===== src/rtl/sio_regif_pkg.sv =====
package sio_regif_pkg;

   localparam int unsigned BUS_W = 8;

   // command word, most significant bit first; engines and software decode
   // these positions, so they are fixed
   typedef struct packed {
      logic hunt;     // bit 7
      logic ireset;   // bit 6
      logic rts;      // bit 5
      logic err_clr;  // bit 4
      logic brk;      // bit 3
      logic rxe;      // bit 2
      logic dtr;      // bit 1
      logic txe;      // bit 0
   } cmd_t;

   localparam int unsigned ST_TXRDY   = 0;
   localparam int unsigned ST_RXRDY   = 1;
   localparam int unsigned ST_TXEMPTY = 2;
   localparam int unsigned ST_PERR    = 3;
   localparam int unsigned ST_OERR    = 4;
   localparam int unsigned ST_FERR    = 5;
   localparam int unsigned ST_BRK     = 6;
   localparam int unsigned ST_DSR     = 7;

endpackage


===== src/rtl/sio_strobe_dec.sv =====
module sio_strobe_dec #(
   parameter bit EDGE_MODE = 1'b1
) (
   input  logic clk,
   input  logic rst,
   input  logic cs_n,
   input  logic rd_n,
   input  logic wr_n,
   input  logic cd,
   output logic wr_ctl,
   output logic wr_dat,
   output logic rd_ctl,
   output logic rd_dat,
   output logic rd_act
);

   logic wr_lvl;
   logic rd_lvl;
   logic wr_p;
   logic rd_p;

   assign wr_lvl = ~cs_n & ~wr_n;
   assign rd_lvl = ~cs_n & ~rd_n & wr_n;

   generate
      if (EDGE_MODE) begin : g_edge
         logic wr_q;
         logic rd_q;
         always_ff @(posedge clk) begin
            if (rst) begin
               wr_q <= 1'b0;
               rd_q <= 1'b0;
            end else begin
               wr_q <= wr_lvl;
               rd_q <= rd_lvl;
            end
         end
         assign wr_p = wr_lvl & ~wr_q;
         assign rd_p = rd_lvl & ~rd_q;
      end else begin : g_level
         assign wr_p = wr_lvl;
         assign rd_p = rd_lvl;
      end
   endgenerate

   assign wr_ctl = wr_p & cd;
   assign wr_dat = wr_p & ~cd;
   assign rd_ctl = rd_p & cd;
   assign rd_dat = rd_p & ~cd;
   assign rd_act = rd_lvl;

endmodule


===== src/rtl/sio_ctrl_seq.sv =====
module sio_ctrl_seq
   import sio_regif_pkg::*;
(
   input  logic             clk,
   input  logic             rst,
   input  logic             wr_ctl,
   input  logic [BUS_W-1:0] din,
   output logic [BUS_W-1:0] mode_o,
   output logic             mode_ok,
   output cmd_t             cmd_o,
   output logic             err_clr
);

   cmd_t wcmd;
   logic is_cmd;

   assign wcmd   = cmd_t'(din);
   assign is_cmd = wr_ctl & mode_ok;

   always_ff @(posedge clk) begin
      if (rst) begin
         mode_o  <= '0;
         mode_ok <= 1'b0;
         cmd_o   <= '0;
      end else if (wr_ctl) begin
         if (!mode_ok) begin
            mode_o  <= din;
            mode_ok <= 1'b1;
         end else if (wcmd.ireset) begin
            mode_ok <= 1'b0;
         end else begin
            cmd_o <= wcmd;
         end
      end
   end

   assign err_clr = is_cmd & wcmd.err_clr & ~wcmd.ireset;

endmodule


===== src/rtl/sio_tx_hold.sv =====
module sio_tx_hold #(
   parameter int unsigned DATA_W = 8
) (
   input  logic              clk,
   input  logic              rst,
   input  logic              wr,
   input  logic [DATA_W-1:0] wdata,
   input  logic              take,
   input  logic              busy,
   input  logic              enable,
   output logic [DATA_W-1:0] data_o,
   output logic              avail_o,
   output logic              txrdy,
   output logic              txempty
);

   logic full;

   always_ff @(posedge clk) begin
      if (rst) begin
         full   <= 1'b0;
         data_o <= '0;
      end else if (wr) begin
         full   <= 1'b1;
         data_o <= wdata;
      end else if (take) begin
         full <= 1'b0;
      end
   end

   assign avail_o = full & enable;
   assign txrdy   = ~full;
   assign txempty = ~full & ~busy;

endmodule


===== src/rtl/sio_rx_hold.sv =====
module sio_rx_hold #(
   parameter int unsigned DATA_W = 8
) (
   input  logic              clk,
   input  logic              rst,
   input  logic              enable,
   input  logic              strobe,
   input  logic [DATA_W-1:0] char_i,
   input  logic              perr_i,
   input  logic              ferr_i,
   input  logic              rd,
   input  logic              err_clr,
   output logic [DATA_W-1:0] data_o,
   output logic              rdy,
   output logic              pe,
   output logic              oe,
   output logic              fe
);

   logic take;
   logic ovr;

   assign take = strobe & enable;
   assign ovr  = take & rdy & ~rd;

   always_ff @(posedge clk) begin
      if (rst) begin
         data_o <= '0;
         rdy    <= 1'b0;
      end else if (take) begin
         data_o <= char_i;
         rdy    <= 1'b1;
      end else if (rd) begin
         rdy <= 1'b0;
      end
   end

   always_ff @(posedge clk) begin
      if (rst) begin
         pe <= 1'b0;
         oe <= 1'b0;
         fe <= 1'b0;
      end else begin
         if (take && perr_i) pe <= 1'b1;
         else if (err_clr)   pe <= 1'b0;
         if (ovr)            oe <= 1'b1;
         else if (err_clr)   oe <= 1'b0;
         if (take && ferr_i) fe <= 1'b1;
         else if (err_clr)   fe <= 1'b0;
      end
   end

endmodule


===== src/rtl/sio_regif.sv =====
module sio_regif
   import sio_regif_pkg::*;
#(
   parameter int unsigned DATA_W    = 8,
   parameter bit          EDGE_MODE = 1'b1
) (
   input  logic              clk,
   input  logic              rst,
   input  logic              cs_n,
   input  logic              rd_n,
   input  logic              wr_n,
   input  logic              cd,
   input  logic [BUS_W-1:0]  din,
   output logic [BUS_W-1:0]  dout,
   input  logic              dsr_n,
   output logic              dtr_n,
   output logic              rts_n,
   output logic [BUS_W-1:0]  mode_o,
   output logic              mode_ok,
   output logic              tx_en,
   output logic              rx_en,
   output logic              brk_send,
   output logic              hunt,
   output logic [DATA_W-1:0] tx_data,
   output logic              tx_avail,
   input  logic              tx_take,
   input  logic              tx_busy,
   input  logic [DATA_W-1:0] rx_char,
   input  logic              rx_strobe,
   input  logic              rx_perr,
   input  logic              rx_ferr,
   input  logic              brk_det
);

   localparam int unsigned PAD_W = BUS_W - DATA_W;

   generate
      if (DATA_W < 5 || DATA_W > BUS_W) begin : g_bad_width
         $error("sio_regif: DATA_W must lie between 5 and 8");
      end
   endgenerate

   logic wr_ctl, wr_dat, rd_ctl, rd_dat, rd_act;
   cmd_t cmd;
   logic err_clr;
   logic txrdy, txempty;
   logic [DATA_W-1:0] rx_data;
   logic rx_rdy, pe, oe, fe;
   logic [BUS_W-1:0] status;
   logic [BUS_W-1:0] rx_word;

   sio_strobe_dec #(.EDGE_MODE(EDGE_MODE)) u_dec (
      .clk    (clk),
      .rst    (rst),
      .cs_n   (cs_n),
      .rd_n   (rd_n),
      .wr_n   (wr_n),
      .cd     (cd),
      .wr_ctl (wr_ctl),
      .wr_dat (wr_dat),
      .rd_ctl (rd_ctl),
      .rd_dat (rd_dat),
      .rd_act (rd_act)
   );

   sio_ctrl_seq u_seq (
      .clk     (clk),
      .rst     (rst),
      .wr_ctl  (wr_ctl),
      .din     (din),
      .mode_o  (mode_o),
      .mode_ok (mode_ok),
      .cmd_o   (cmd),
      .err_clr (err_clr)
   );

   sio_tx_hold #(.DATA_W(DATA_W)) u_tx (
      .clk     (clk),
      .rst     (rst),
      .wr      (wr_dat & mode_ok),
      .wdata   (din[DATA_W-1:0]),
      .take    (tx_take),
      .busy    (tx_busy),
      .enable  (cmd.txe),
      .data_o  (tx_data),
      .avail_o (tx_avail),
      .txrdy   (txrdy),
      .txempty (txempty)
   );

   sio_rx_hold #(.DATA_W(DATA_W)) u_rx (
      .clk     (clk),
      .rst     (rst),
      .enable  (cmd.rxe),
      .strobe  (rx_strobe),
      .char_i  (rx_char),
      .perr_i  (rx_perr),
      .ferr_i  (rx_ferr),
      .rd      (rd_dat),
      .err_clr (err_clr),
      .data_o  (rx_data),
      .rdy     (rx_rdy),
      .pe      (pe),
      .oe      (oe),
      .fe      (fe)
   );

   generate
      if (PAD_W > 0) begin : g_pad
         assign rx_word = {{PAD_W{1'b0}}, rx_data};
      end else begin : g_nopad
         assign rx_word = rx_data;
      end
   endgenerate

   always_comb begin
      status              = '0;
      status[ST_TXRDY]    = txrdy;
      status[ST_RXRDY]    = rx_rdy;
      status[ST_TXEMPTY]  = txempty;
      status[ST_PERR]     = pe;
      status[ST_OERR]     = oe;
      status[ST_FERR]     = fe;
      status[ST_BRK]      = brk_det;
      status[ST_DSR]      = ~dsr_n;
   end

   assign dout     = rd_act ? (cd ? status : rx_word) : '0;
   assign dtr_n    = ~cmd.dtr;
   assign rts_n    = ~cmd.rts;
   assign tx_en    = cmd.txe;
   assign rx_en    = cmd.rxe;
   assign brk_send = cmd.brk;
   assign hunt     = cmd.hunt;

endmodule


===== config.mk =====
export PLATFORM = sky130hd
export DESIGN_NAME = sio_regif
export DESIGN_NICKNAME = d
export VERILOG_FILES = /design/src/rtl/sio_regif_pkg.sv /design/src/rtl/sio_strobe_dec.sv /design/src/rtl/sio_ctrl_seq.sv /design/src/rtl/sio_tx_hold.sv /design/src/rtl/sio_rx_hold.sv /design/src/rtl/sio_regif.sv
export SDC_FILE = /design/constraint.sdc
export NUM_CORES = 1
export LEC_CHECK = 0
export BUFFER_PORTS_ARGS = -buffer_cell sky130_fd_sc_hd__clkbuf_2
export CAP_MARGIN = 20
export CORE_MARGIN = 4
export CORE_UTILIZATION = 31
export CTS_CLUSTER_DIAMETER = 100
export CTS_CLUSTER_SIZE = 16
export DETAILED_ROUTE_END_ITERATION = 12
export PLACE_DENSITY = 0.65
export SLEW_MARGIN = 20
export SYNTH_ARGS = -nofsm -noshare
export SYNTH_HDL_FRONTEND = slang
export SYNTH_SLANG_ARGS = --single-unit

===== constraint.sdc =====
create_clock -name clk -period 3.2 [get_ports clk]
set_input_delay 0.32 -clock clk [delete_from_list [all_inputs] [get_ports clk]]
set_output_delay 0.32 -clock clk [all_outputs]
set_load 0.01 [all_outputs]

==> results.sh, run 1 <==
export IMPL_max_freq_mhz=560
export IMPL_crit_arrival_ns=1.47
export IMPL_synth_edf_count=0
export IMPL_antennaDiodeCount=0
export IMPL_area_growth_pct=26.1
export IMPL_grt_usage=0.117
export IMPL_cts_resized_gates=0
export IMPL_cp_max_fo=10
export IMPL_cts_hold_buf=0
export IMPL_crit_chain="clkbuf_2, or3b_1, a211oi_1, clkbuf_2"
export IMPL_cts_max_level=2
export IMPL_synth_net_count=204
export IMPL_place_congestion=0.722
export IMPL_netlist_instances=175
export IMPL_p_per_area_mw_per_mm2=448
export IMPL_finalInstanceArea_mm2=0.00213
export IMPL_fp_row_count=26
export IMPL_wire_per_inst_um=12.5
export IMPL_numPortBuffers=60
export IMPL_critPathKind="in -> out"
export IMPL_fillers=559
export IMPL_drive_gt1_frac=0.346
export IMPL_status="complete, no violations"
export IMPL_die_w_um=81.8
export IMPL_clk_latency_ns=0.29
export IMPL_vias_per_cell=4.43
export IMPL_max_stage_delay_ns=0.57
export IMPL_dp_cells=296
export IMPL_grt_max_degree=48
export IMPL_crit_buf_inv=2
export IMPL_busiest_layer="met2"
export IMPL_grtUsageMet2=0.195
export IMPL_report_final_slew_viol_count=0
export IMPL_drt_iter0_markers=36
export IMPL_cts_tree="built"
export IMPL_vdd_drop_max_mv=0.258
export IMPL_syn_area_per_cell_um2=9.66
export IMPL_ys_seq_elements=38
export IMPL_yosys_cell_types_count=28
export IMPL_async_flop_share=0
export IMPL_critPathRequiredTime_ns=2.88
export IMPL_place_area_mm2=0.00202
export IMPL_grt_setup_unrepaired="false"
export IMPL_final_antenna_net_count=0
export IMPL_final_cells=304
export IMPL_cts_sinks=38
export IMPL_die_area_mm2=0.00670
export IMPL_worst_pin_slew_ns=0.761
export IMPL_cts_setup_buffers=0
export IMPL_cap_violations=0
export IMPL_fp_dieH_um=81.8
export IMPL_grt_pass1_vias=1268
export IMPL_hold_violations=0
export IMPL_firstDrtPassIters=6
export IMPL_yosysSeqAreaShare=0.450
export IMPL_initial_core_util=0.325
export IMPL_root_buffer="clkbuf_8"
export IMPL_critPathCaptureType="output port"
export IMPL_io_pins=61
export IMPL_whs_ns=0.247
export IMPL_netlist_area_leader_share=0.450
export IMPL_use_met3=0.0406
export IMPL_fin_skew_ns=0.00408
export IMPL_cts_max_path_buffers=2
export IMPL_slew_headroom=0.493
export IMPL_wirelength_mm=3.79
export IMPL_final_min_clock_period_ns=1.79
export IMPL_synth_most_common_cell="dfxtp_1"
export IMPL_p_leak_nw=0.977
export IMPL_antenna_found_initial=0
export IMPL_synthTopCellsByArea="dfxtp_1 (45%), mux2i_1 (16%), nand2b_1 (10%), nand2_1 (4.4%), or2b_2 (4.1%)"
export IMPL_yosysWarnings=0
export IMPL_synth_common_cells="dfxtp_1 (38), mux2i_1 (27), nand2b_1 (27)"
export IMPL_finalCritPeriodShare=0.558
export IMPL_overflow=0
export IMPL_core_area_mm2=0.00520
export IMPL_cts_reportedPaths_clkPinSlew_ns=0.08
export IMPL_use_met1=0.144
export IMPL_hp_class="in -> reg"
export IMPL_cp_common_cell="clkbuf_2"
export IMPL_setup_tns_final_ns=0
export IMPL_drc=0
export IMPL_setup_violations_final=0
export IMPL_numCtsBuffers=5
export IMPL_grt_pass1_wl_mm=6.02
export IMPL_yosysTopAreaCell="dfxtp_1"
export IMPL_dp_hpwl_mm=2.75
export IMPL_vias=1348
export IMPL_fin_nets=262
export IMPL_slowest_stage="or3b_1"
export IMPL_synth_area_mm2=0.00169
export IMPL_start_kind="input port"
export IMPL_ys_flop_type="dfxtp_1"
export IMPL_post_route_util=0.410
export IMPL_cp_top_family="simple AND/OR/NAND/NOR gates"
## power breakdown
group / switching (W) / total, W / leakage [nW] / internal [W]
Sequential: 0.00000521 / 0.000484 / 0.307 / 0.000478
Combinational: 0.0000365 / 0.0000730 / 0.612 / 0.0000364
Clock: 0.000170 / 0.000399 / 0.0579 / 0.000229
## logic make-up after synthesis
family | count (synthesis) | share of synthesized area
AND/OR/NAND/NOR | 80 | 0.291
buffers and inverters | 12 | 0.0392
multiplexers | 27 | 0.160
AO/OA/AOI/OAI | 18 | 0.0600
flip-flops | 38 | 0.450
## registers in the layout, summed over array words and instances, names as in the netlist
name	count
u_dec.g_edge.wr_q	1
u_seq.mode_ok	1
u_rx.data_o	8
u_rx.rdy	1
u_tx.data_o	8
u_tx.full	1
u_rx.oe	1
u_rx.fe	1
u_dec.g_edge.rd_q	1
u_seq.cmd_o	6
u_rx.pe	1
u_seq.mode_o	8
## cell usage in the layout, fill, tap and decap left out
| cell | n |
|---|---|
| nand2_1 | 20 |
| nand3_1 | 1 |
| o22ai_1 | 1 |
| or3b_1 | 1 |
| bufinv_16 | 1 |
| nand3b_1 | 1 |
| nor2_8 | 1 |
| inv_1 | 3 |
| and3_1 | 2 |
| nand3b_2 | 1 |
| clkinv_2 | 2 |
| o21ai_0 | 2 |
| nand2b_1 | 27 |
| mux2i_1 | 27 |
| clkbuf_2 | 60 |
| o32ai_1 | 1 |
| or4b_4 | 1 |
| a2bb2oi_1 | 1 |
| nor2_1 | 10 |
| or2b_2 | 8 |
| nor3_1 | 3 |
| a211oi_1 | 1 |
| clkbuf_8 | 5 |
| a21oi_1 | 12 |
| nor3_2 | 1 |
| and2_1 | 2 |
| dfxtp_1 | 38 |
| nor4b_4 | 1 |
## layout make-up
type | instances | area [um2] | area share
clock buffer | 5 | 68.8 | 0.0323
inverter | 3 | 11.3 | 0.00528
timing repair buffer | 60 | 300 | 0.141
clock inverter | 3 | 40.0 | 0.0188
tap | 70 | 87.6 | 0.0411
sequential | 38 | 761 | 0.357
multi-input combinational | 125 | 863 | 0.405
## routing by layer
| layer | routed length [um] | share of wire | vias up |
|---|---|---|---|
| met5 | 0 | 0 | - |
| met4 | 26 | 0.0069 | 0 |
| met3 | 308 | 0.081 | 3 |
| met2 | 1710 | 0.45 | 46 |
| met1 | 1750 | 0.46 | 599 |
| li1 | - | - | 700 |
## stage by stage
stage | power [W] | setup slack (ns)
floorplan | 0.000540 | 1.68
global placement | 0.000569 | 1.42
detailed placement | 0.000569 | 1.39
CTS | 0.000974 | 1.40
global route | 0.000997 | 1.31
finish | 0.000956 | 1.41
## worst register-to-register path: stages, from the launching register on
cell and delay (ns):
dfxtp_1 0.58, nand3_1 0.48, mux2i_1 0.23
## worst paths after layout
check / slack, ns / cells past startpoint / start / end
worst max-delay path: 1.41 / 4 / cs_n / dout[7]
worst min-delay path: 0.25 / 3 / rx_char[1] / u_rx.data_o[1]
worst max register to register: 1.78 / 2 / u_seq.mode_ok / u_tx.data_o[3]
worst min register to register: 0.46 / 2 / u_rx.data_o[1] / u_rx.data_o[1]
No activity file was read; power rests on OpenSTA's default activity.
==> run 2, diff against run 1 <==
==> constraint.sdc (replaced) <==
create_clock -name clk -period 1.66 [get_ports clk]
set_input_delay 0.166 -clock clk [delete_from_list [all_inputs] [get_ports clk]]
set_output_delay 0.166 -clock clk [all_outputs]
set_load 0.01 [all_outputs]
==> run 2 against run 1 <==
Effect of this change:
- cell area rose by 1.6%
- combinational power rose by 100%
- sequential power rose by 93%
- clock power rose by 99%
- power rose by 96%
- non-clock buffer count rose by 4
- routed wire length fell by 0.34%
- critical path type unchanged
- critical endpoint unchanged
- highest routed layer unchanged
==> results.sh, run 2 (synthesis results as in run 1) <==
export IMPL_mostFrequentLayoutCell="clkbuf_2"
export IMPL_hp_class="in -> reg"
export IMPL_p_leak_nw=0.987
export IMPL_area_growth_pct=28.2
export IMPL_vias=1356
export IMPL_grt_max_degree=41
export IMPL_cts_setup_buffers=0
export IMPL_max_freq_mhz=679
export IMPL_slew_headroom=0.567
export IMPL_final_min_clock_period_ns=1.47
export IMPL_rr_startpoint="u_dec.g_edge.wr_q"
export IMPL_vias_per_cell=4.40
export IMPL_dp_hpwl_mm=2.79
export IMPL_cts_max_level=2
export IMPL_fp_dieH_um=81.8
export IMPL_post_route_util=0.416
export IMPL_r2r_end="u_seq.mode_o[1]"
export IMPL_crit_arrival_ns=1.31
export IMPL_start_kind="input port"
export IMPL_grt_usage=0.118
export IMPL_overflow=0
export IMPL_wire_per_inst_um=12.3
export IMPL_wirelength_mm=3.78
export IMPL_cts_tree="built"
export IMPL_drc=0
export IMPL_fin_skew_ns=0.00316
export IMPL_final_antenna_net_count=0
export IMPL_reg2reg_slack_ns=0.30
export IMPL_initial_core_util=0.325
export IMPL_crit_end="dout[7]"
export IMPL_cts_reportedPaths_clkPinSlew_ns=0.08
export IMPL_worstHoldStart="rx_char[5]"
export IMPL_core_area_mm2=0.00520
export IMPL_finalCritPeriodShare=0.887
export IMPL_antenna_found_initial=0
export IMPL_firstDrtPassIters=3
export IMPL_grt_pass1_wl_mm=5.98
export IMPL_report_final_slew_viol_count=0
export IMPL_antennaDiodeCount=0
export IMPL_worst_pin_slew_ns=0.649
export IMPL_r2r_cells=3
export IMPL_drt_iter0_markers=49
export IMPL_cts_hold_buf=0
export IMPL_fillers=530
export IMPL_critPathCaptureType="output port"
export IMPL_die_area_mm2=0.00670
export IMPL_hold_violations=0
export IMPL_setup_violations_final=0
export IMPL_fin_nets=266
export IMPL_cts_resized_gates=0
export IMPL_p_per_area_mw_per_mm2=864
export IMPL_setup_tns_final_ns=0
export IMPL_worstSetupStartpoint="cs_n"
export IMPL_grt_pass1_vias=1228
export IMPL_clk_latency_ns=0.29
export IMPL_vdd_drop_max_mv=0.435
export IMPL_fp_row_count=26
export IMPL_place_congestion=0.694
export IMPL_critPathRequiredTime_ns=1.49
export IMPL_cp_max_fo=10
export IMPL_numPortBuffers=60
export IMPL_io_pins=61
export IMPL_reg_largest_list="u_rx.data_o: 8 flops, u_seq.mode_o: 8 flops, u_tx.data_o: 8 flops"
export IMPL_cts_max_path_buffers=2
export IMPL_grt_setup_unrepaired="false"
export IMPL_root_buffer="clkbuf_8"
export IMPL_layout_common_cells="clkbuf_2 (60), dfxtp_1 (38), mux2i_1 (27), nand2b_1 (27), nand2_1 (20)"
export IMPL_numCtsBuffers=5
export IMPL_drive_gt1_frac=0.357
export IMPL_seq_area_um2=761
export IMPL_cap_violations=0
export IMPL_status="complete, no violations"
export IMPL_cts_sinks=38
export IMPL_die_w_um=81.8
export IMPL_critPathKind="in -> out"
export IMPL_multi_input_area_um2=863
run 2: critical path, cell delays in order:
cell and delay [ns]:
clkbuf_2 0.13, or3b_1 0.56, a211oi_1 0.28, clkbuf_2 0.17
run 2: cell type report:
class,count,area share
Sequential cell,38,0.351
Clock buffer,5,0.0318
Multi-Input combinational cell,125,0.398
Clock inverter,3,0.0208
Timing Repair Buffer,64,0.152
Inverter,3,0.00520
Tap cell,70,0.0404
run 2: per-stage QoR:
| stage | cell area (um2) | hold WS [ns] | total power, W | setup WS (ns) | std cells |
|---|---|---|---|---|---|
| final | 2170 | 0.0865 | 0.00187 | 0.188 | 308 |
| after global routing | 2170 | 0.0791 | 0.00196 | 0.0777 | 308 |
| after CTS | 2170 | 0.0808 | 0.00190 | 0.168 | 308 |
| after detailed placement | 2050 | 0.399 | 0.00110 | 0.162 | 300 |
| after global placement | 2050 | 0.394 | 0.00110 | 0.202 | 300 |
| after floorplan | 1690 | 0.243 | 0.00104 | 0.406 | 175 |
run 2: worst min path at each step:
| stage | slack (ns) | endpoint | cells past startpoint |
|---|---|---|---|
| 2_1_floorplan | 0.24 | u_dec.g_edge.wr_q | 1 |
| 3_3_place_gp | 0.39 | u_rx.data_o[5] | 3 |
| 5_1_grt | 0.08 | u_rx.data_o[1] | 3 |
| 6_report | 0.09 | u_rx.data_o[5] | 3 |
| 3_5_place_dp | 0.40 | u_rx.data_o[4] | 3 |
| 4_1_cts | 0.08 | u_rx.data_o[4] | 3 |
run 2: layer usage:
layer | track usage | share of wire | vias up
met5 | 0 | 0 | -
met4 | 0.0299 | 0.0058 | 0
met3 | 0.0384 | 0.080 | 5
met2 | 0.180 | 0.43 | 44
met1 | 0.159 | 0.48 | 600
li1 | - | - | 707
run 2: power by group:
part | switching [W] | total [W] | internal (W)
combinational | 0.0000720 | 0.000146 | 0.0000736
clock | 0.000347 | 0.000794 | 0.000447
sequential | 0.0000101 | 0.000932 | 0.000922
